File: src/rtl/bcg_pkg.sv
package bcg_pkg;

    localparam logic [2:0] STATUS_PASSIVE = 3'b111;

    typedef enum logic [2:0] {
        K_NONE,
        K_ACK,
        K_IORD,
        K_IOWR,
        K_MEMRD,
        K_MEMWR
    } kind_e;

    typedef enum logic [2:0] {
        ST_IDLE,
        ST_WAIT_GRANT,
        ST_EARLY,
        ST_FULL,
        ST_HALTED
    } state_e;

    function automatic kind_e decode_status(input logic [2:0] code);
        kind_e k;
        case (code)
            3'b000:  k = K_ACK;
            3'b001:  k = K_IORD;
            3'b010:  k = K_IOWR;
            3'b100:  k = K_MEMRD;
            3'b101:  k = K_MEMRD;
            3'b110:  k = K_MEMWR;
            default: k = K_NONE;
        endcase
        return k;
    endfunction

    // Memory cycles always wait for arbitration; I/O-side cycles only on the shared bus.
    function automatic logic needs_grant(input kind_e k, input logic io_mode);
        return (k == K_MEMRD) || (k == K_MEMWR) || !io_mode;
    endfunction

endpackage

File: src/rtl/bcg_arb_timer.sv
module bcg_arb_timer #(
    parameter int GRANT_DELAY = 2
) (
    input  logic clk,
    input  logic rst_n,
    input  logic arb_en_n_i,
    output logic granted_o
);
    localparam int CW = $clog2(GRANT_DELAY + 1);
    localparam logic [CW-1:0] LIMIT = CW'(GRANT_DELAY);

    logic [CW-1:0] cnt_q;

    always_ff @(posedge clk or negedge rst_n) begin
        if (!rst_n) begin
            cnt_q <= '0;
        end else if (arb_en_n_i) begin
            cnt_q <= '0;
        end else if (cnt_q != LIMIT) begin
            cnt_q <= cnt_q + 1'b1;
        end
    end

    assign granted_o = (cnt_q == LIMIT);

    a_r5_cnt_bound: assert property (@(posedge clk) disable iff (!rst_n)
        cnt_q <= LIMIT);

    a_r5_grant_after_low: assert property (@(posedge clk) disable iff (!rst_n)
        granted_o |-> $past(!arb_en_n_i));

endmodule

File: src/rtl/bcg_sequencer.sv
module bcg_sequencer
    import bcg_pkg::*;
(
    input  logic   clk,
    input  logic   rst_n,
    input  logic [2:0] status_i,
    input  logic   arb_en_n_i,
    input  logic   granted_i,
    input  logic   io_bus_mode_i,
    output state_e state_o,
    output kind_e  kind_o
);
    state_e state_q, state_d;
    kind_e  kind_q, kind_d;
    kind_e  new_kind;
    logic   passive;
    logic   gated_now;

    assign passive   = (status_i == STATUS_PASSIVE);
    assign new_kind  = decode_status(status_i);
    assign gated_now = needs_grant(kind_q, io_bus_mode_i);

    always_comb begin
        state_d = state_q;
        kind_d  = kind_q;
        unique case (state_q)
            ST_IDLE: begin
                if (!passive) begin
                    kind_d = new_kind;
                    if (new_kind == K_NONE)
                        state_d = ST_HALTED;                           // halt
                    else if (needs_grant(new_kind, io_bus_mode_i) && !granted_i)
                        state_d = ST_WAIT_GRANT;                       // defer
                    else
                        state_d = ST_EARLY;                            // start
                end
            end
            ST_WAIT_GRANT: begin
                if (passive)        state_d = ST_IDLE;                 // finish
                else if (granted_i) state_d = ST_EARLY;                // granted
            end
            ST_EARLY: begin
                if (passive)                       state_d = ST_IDLE;
                else if (gated_now && arb_en_n_i)  state_d = ST_WAIT_GRANT;  // revoke
                else                               state_d = ST_FULL;        // advance
            end
            ST_FULL: begin
                if (passive)                       state_d = ST_IDLE;
                else if (gated_now && arb_en_n_i)  state_d = ST_WAIT_GRANT;
            end
            ST_HALTED: begin
                if (passive) state_d = ST_IDLE;
            end
            default: state_d = ST_IDLE;
        endcase
        if (state_d == ST_IDLE) kind_d = K_NONE;
    end

    always_ff @(posedge clk or negedge rst_n) begin
        if (!rst_n) begin
            state_q <= ST_IDLE;
            kind_q  <= K_NONE;
        end else begin
            state_q <= state_d;
            kind_q  <= kind_d;
        end
    end

    assign state_o = state_q;
    assign kind_o  = kind_q;

    a_r5_active_has_grant: assert property (@(posedge clk) disable iff (!rst_n)
        ((state_q == ST_EARLY || state_q == ST_FULL) && gated_now) |-> $past(!arb_en_n_i));

    a_r6_io_no_wait: assert property (@(posedge clk) disable iff (!rst_n)
        (state_q == ST_IDLE && io_bus_mode_i &&
         (status_i == 3'b000 || status_i == 3'b001 || status_i == 3'b010)) |=> (state_q == ST_EARLY));

    a_r4_kind_held: assert property (@(posedge clk) disable iff (!rst_n)
        (state_q != ST_IDLE && !passive) |=> (kind_q == $past(kind_q)));

endmodule

File: src/rtl/bcg_strobe_out.sv
module bcg_strobe_out
    import bcg_pkg::*;
(
    input  logic   clk,
    input  logic   rst_n,
    input  state_e state_i,
    input  kind_e  kind_i,
    input  logic   io_bus_mode_i,
    output logic   mem_rd_n_o,
    output logic   mem_wr_n_o,
    output logic   mem_wr_adv_n_o,
    output logic   io_rd_n_o,
    output logic   io_wr_n_o,
    output logic   io_wr_adv_n_o,
    output logic   int_ack_n_o,
    output logic   dual_en_o,
    output logic   dir_o
);
    logic phase1, phase2, io_side, holding;

    always_comb begin
        phase1  = (state_i == ST_EARLY) || (state_i == ST_FULL);
        phase2  = (state_i == ST_FULL);
        holding = (state_i == ST_WAIT_GRANT) || phase1;
        io_side = (kind_i == K_ACK) || (kind_i == K_IORD) || (kind_i == K_IOWR);

        mem_rd_n_o     = !(phase1 && kind_i == K_MEMRD);
        mem_wr_adv_n_o = !(phase1 && kind_i == K_MEMWR);
        mem_wr_n_o     = !(phase2 && kind_i == K_MEMWR);
        io_rd_n_o      = !(phase1 && kind_i == K_IORD);
        io_wr_adv_n_o  = !(phase1 && kind_i == K_IOWR);
        io_wr_n_o      = !(phase2 && kind_i == K_IOWR);
        int_ack_n_o    = !(phase1 && kind_i == K_ACK);

        if (io_bus_mode_i) dual_en_o = !(phase1 && io_side);
        else               dual_en_o = phase1 && (kind_i == K_ACK);

        dir_o = holding && (kind_i == K_MEMWR || kind_i == K_IOWR);
    end

    a_r2_single_kind: assert property (@(posedge clk) disable iff (!rst_n)
        $onehot0({!mem_rd_n_o, !mem_wr_adv_n_o, !io_rd_n_o, !io_wr_adv_n_o, !int_ack_n_o}));

    a_r10_dir_write: assert property (@(posedge clk) disable iff (!rst_n)
        (!mem_wr_adv_n_o || !io_wr_adv_n_o) |-> dir_o);

endmodule

File: src/rtl/bus_cmd_gen.sv
module bus_cmd_gen
    import bcg_pkg::*;
#(
    parameter int GRANT_DELAY = 2
) (
    input  logic       clk,
    input  logic       rst_n,
    input  logic [2:0] status_i,
    input  logic       arb_en_n_i,
    input  logic       io_bus_mode_i,
    output logic       mem_rd_n_o,
    output logic       mem_wr_n_o,
    output logic       mem_wr_adv_n_o,
    output logic       io_rd_n_o,
    output logic       io_wr_n_o,
    output logic       io_wr_adv_n_o,
    output logic       int_ack_n_o,
    output logic       dual_en_o,
    output logic       dir_o
);
    logic   granted;
    state_e state;
    kind_e  kind;

    bcg_arb_timer #(.GRANT_DELAY(GRANT_DELAY)) u_timer (
        .clk        (clk),
        .rst_n      (rst_n),
        .arb_en_n_i (arb_en_n_i),
        .granted_o  (granted)
    );

    bcg_sequencer u_seq (
        .clk           (clk),
        .rst_n         (rst_n),
        .status_i      (status_i),
        .arb_en_n_i    (arb_en_n_i),
        .granted_i     (granted),
        .io_bus_mode_i (io_bus_mode_i),
        .state_o       (state),
        .kind_o        (kind)
    );

    bcg_strobe_out u_out (
        .clk            (clk),
        .rst_n          (rst_n),
        .state_i        (state),
        .kind_i         (kind),
        .io_bus_mode_i  (io_bus_mode_i),
        .mem_rd_n_o     (mem_rd_n_o),
        .mem_wr_n_o     (mem_wr_n_o),
        .mem_wr_adv_n_o (mem_wr_adv_n_o),
        .io_rd_n_o      (io_rd_n_o),
        .io_wr_n_o      (io_wr_n_o),
        .io_wr_adv_n_o  (io_wr_adv_n_o),
        .int_ack_n_o    (int_ack_n_o),
        .dual_en_o      (dual_en_o),
        .dir_o          (dir_o)
    );

    a_r3_mem_norm_needs_adv: assert property (@(posedge clk) disable iff (!rst_n)
        !mem_wr_n_o |-> !mem_wr_adv_n_o);

    a_r3_mem_norm_late: assert property (@(posedge clk) disable iff (!rst_n)
        $fell(mem_wr_n_o) |-> $past(!mem_wr_adv_n_o));

    a_r3_io_norm_late: assert property (@(posedge clk) disable iff (!rst_n)
        $fell(io_wr_n_o) |-> $past(!io_wr_adv_n_o));

    a_r4_passive_quiet: assert property (@(posedge clk) disable iff (!rst_n)
        $past(status_i == STATUS_PASSIVE) |->
            (mem_rd_n_o && mem_wr_n_o && mem_wr_adv_n_o && io_rd_n_o &&
             io_wr_n_o && io_wr_adv_n_o && int_ack_n_o));

    a_r8_cascade_only_ack: assert property (@(posedge clk) disable iff (!rst_n)
        (!io_bus_mode_i && dual_en_o) |-> !int_ack_n_o);

    a_r9_pdata_io_only: assert property (@(posedge clk) disable iff (!rst_n)
        (io_bus_mode_i && !dual_en_o) |-> (!io_rd_n_o || !io_wr_adv_n_o || !int_ack_n_o));

endmodule

File: config.mk
export PLATFORM = sky130hd
export DESIGN_NAME = bus_cmd_gen
export DESIGN_NICKNAME = d
export VERILOG_FILES = /design/src/rtl/bcg_pkg.sv /design/src/rtl/bcg_arb_timer.sv /design/src/rtl/bcg_sequencer.sv /design/src/rtl/bcg_strobe_out.sv /design/src/rtl/bus_cmd_gen.sv
export SDC_FILE = /design/constraint.sdc
export NUM_CORES = 1
export LEC_CHECK = 0
export BUFFER_PORTS_ARGS = -buffer_cell sky130_fd_sc_hd__buf_2
export CAP_MARGIN = 20
export CORE_AREA = 3 3 40 42
export CTS_BUF_LIST = sky130_fd_sc_hd__clkbuf_8 sky130_fd_sc_hd__clkbuf_16
export CTS_CLUSTER_DIAMETER = 60
export DETAILED_ROUTE_END_ITERATION = 10
export DIE_AREA = 0 0 43 45
export HOLD_SLACK_MARGIN = 0.15
export PLACE_DENSITY_LB_ADDON = 0.2
export SYNTH_ARGS = -nofsm -noshare
export SYNTH_HDL_FRONTEND = slang
export SYNTH_HIERARCHICAL = 1
export SYNTH_SLANG_ARGS = --single-unit
File: constraint.sdc
create_clock -name clk -period 1.75 [get_ports clk]
set_input_delay 0.35 -clock clk [delete_from_list [all_inputs] [get_ports clk]]
set_output_delay 0.35 -clock clk [all_outputs]
set_load 0.005 [all_outputs]
==> results.toml <==
[outcome]
outcome = "complete, no violations"

[placed_design]
portBuffers = 15
hpwl_um = 949
dp_cells = 97
place.gp.congestion = 0.788
placed_cell_area_um2 = 651

[timing]
clock_skew_ps = 1.36
fmaxAchievable_mhz = 581
drv_slew = 0
hold_viol_final = 0
max_slew_margin_pct = 76.2
whs_ps = 308
worst_slew_pin_slew_ps = 353
min_period_over_period_pct = 98.3
rsz0062_at_grt = "true"
setup_viol = 0
fin_crit_ps = 1720

[floorplan]
dieHeight_um = 45
coreArea_um2 = 1280
dieArea_um2 = 1940
die_w_um = 43
ios = 16
row_count = 13
start_util_pct = 42.7

[route]
wl_per_cell_um = 12.6
wl_um = 1300
antenna_left = 0
via_per_inst = 5.38
first_pass_iters = 4
vias = 554
route.detailed.drc = 0
drt_iter0_drc = 16

[pwr]
ir_worst_vdd_mv = 0.864
power_mw = 1.12
pwr_density_cell_nw_per_um2 = 1560
leakage_nw = 0.304

[logic_synthesis]
synth_cell_types = 26
yosysSeqAreaShare_pct = 36.4
syn_nets = 74
avgSynthCellArea_um2 = 8.32
yosysWarnings = 6
syn_area_um2 = 549
synth-seq-cells = 8
postSynthCellCount = 66

[critical_path]
path_cells = "nand3b_1, or3_4, o21ai_1, buf_2"
reg2reg_setup_slack_ps = 450
cpPeakStageDelay_ps = 410
crit_buf_inv = 1
crit_path_end_kind = "output port"
cp_slowest_cell = "dfrtp_2"
rr_worst_depth = 4
cp.depth = 4
cp_max_fo = 4
start_kind = "flop"
crit_family = "simple AND/OR/NAND/NOR gates"
arrival_ps = 1370
cp_data_required_time_ps = 1400
crit_type = "flop to output port"

[final_layout]
final-instance-count-excl-fill = 103
area_growth_pct = 30.8
n_antenna_cell = 0
drive_above_1_share_pct = 30.7
fin_area_um2 = 718
nNetsFinal = 98
mostFrequentLayoutCells = "buf_2 (15), nor2_1 (7), nand2_1 (7), a21oi_1 (7), dfrtp_1 (7)"
final_common_cell = "buf_2"

[hold_path]
hp-class = "primary input to flop"
whs_path_depth = 2

[global_route]
grt.total_usage_pct = 14.2
gr-total-overflow = 0
first_global_vias = 504
antenna_found_initial = 0
grt_max_degree = 10
grt_pass1_wl_um = 2050

[clock_tree]
clockBufferDepth = 2
cts_max_level = 1
cts_buffers = 3
cts_root_buf = "clkbuf_8"
clkSlewWorstSetupHoldPaths_ps = 40
cts_tree = "built"
cts.sinks = 8
clk_latency_ps = 220

[job]
cap_violations = 0
==> final timing paths <==
check	from	endpoint
worst max-delay path	u_seq/state_o[2]$_DFF_PN0_	dual_en_o
min in group asynchronous	rst_n	u_seq/kind_o[1]$_DFFE_PN0P_
worst min-delay path	arb_en_n_i	u_timer/cnt_q[1]$_DFFE_PN0P_
max in group asynchronous	rst_n	u_seq/state_o[2]$_DFF_PN0_
worst min register to register	u_timer/cnt_q[1]$_DFFE_PN0P_	u_timer/cnt_q[1]$_DFFE_PN0P_
worst max register to register	u_seq/state_o[2]$_DFF_PN0_	u_seq/kind_o[0]$_DFFE_PN0P_
==> flip-flops by register name, summed over array words and instances (netlist names) <==
| signal | count |
|---|---|
| u_seq/state_o | 3 |
| u_timer/cnt_q | 2 |
| u_seq/kind_o | 3 |
==> report_power, final <==
group	switching, mW	internal, mW	leakage, nW
Combinational	0.254	0.260	0.183
Sequential	0.124	0.266	0.0994
Clock	0.0694	0.149	0.0216
==> synthesized netlist by cell type (all sizes together) <==
cell type,count,area (um2)
a21oi,9,52.6
o2bb2ai,1,8.76
o21ai,4,20.0
nor2b,3,18.8
o2111a,1,11.3
ha,1,12.5
nor4,1,6.26
nor4b,1,8.76
nand2b,3,18.8
dfrtp,8,200
nand3b,2,15.0
or2,1,6.26
inv,3,11.3
or3,2,22.5
nor2,7,26.3
nor3,2,15.0
nand2,7,26.3
xor2,2,17.5
nand4,1,6.26
xnor2,1,8.76
nand3,4,20.0
o32ai,1,8.76
o31ai,1,7.51
==> metrics by stage <==
stage,setup TNS (ps),setup WS [ps],utilization [%]
2_1_floorplan,0,306,-
3_3_place_gp,0,210,50.6
3_5_place_dp,0,190,50.6
4_1_cts,0,28.7,55.3
5_1_grt,-18.8,-18.8,55.9
6_report,0,30.2,55.9
==> cells by family (layout without fill, tap and decap cells) <==
group	count (synthesis)	in the layout	share of synthesized area, %
flip-flops	8	8	36.4
buffers and inverters	3	25	2.05
AO/OA/AOI/OAI	17	17	19.8
AND/OR/NAND/NOR	34	34	34.6
adder cells (fa/ha/maj)	1	1	2.28
XOR/XNOR	3	3	4.78
==> layer usage <==
layer | track usage, % | wire length [um]
met1 | 16.3 | 569
met2 | 25.1 | 649
met3 | 7.57 | 81
met4 | 0 | 0
met5 | 0 | 0
==> timing repair <==
item / in CTS / in global routing
endpoints found under the setup margin: 1 / 1
gates resized for setup: 1 / 0
endpoints found under the hold margin: 8 / 0
setup buffers: 1 / 1
hold buffers: 1 / 0
==> layout make-up <==
class	count	area, um2
Timing Repair Buffer	19	108
Fill cell	130	567
Tap cell	15	18.8
Clock buffer	3	41.3
Sequential cell	8	201
Multi-Input combinational cell	55	338
Inverter	3	11.3
(Power assumes the default switching activity.)
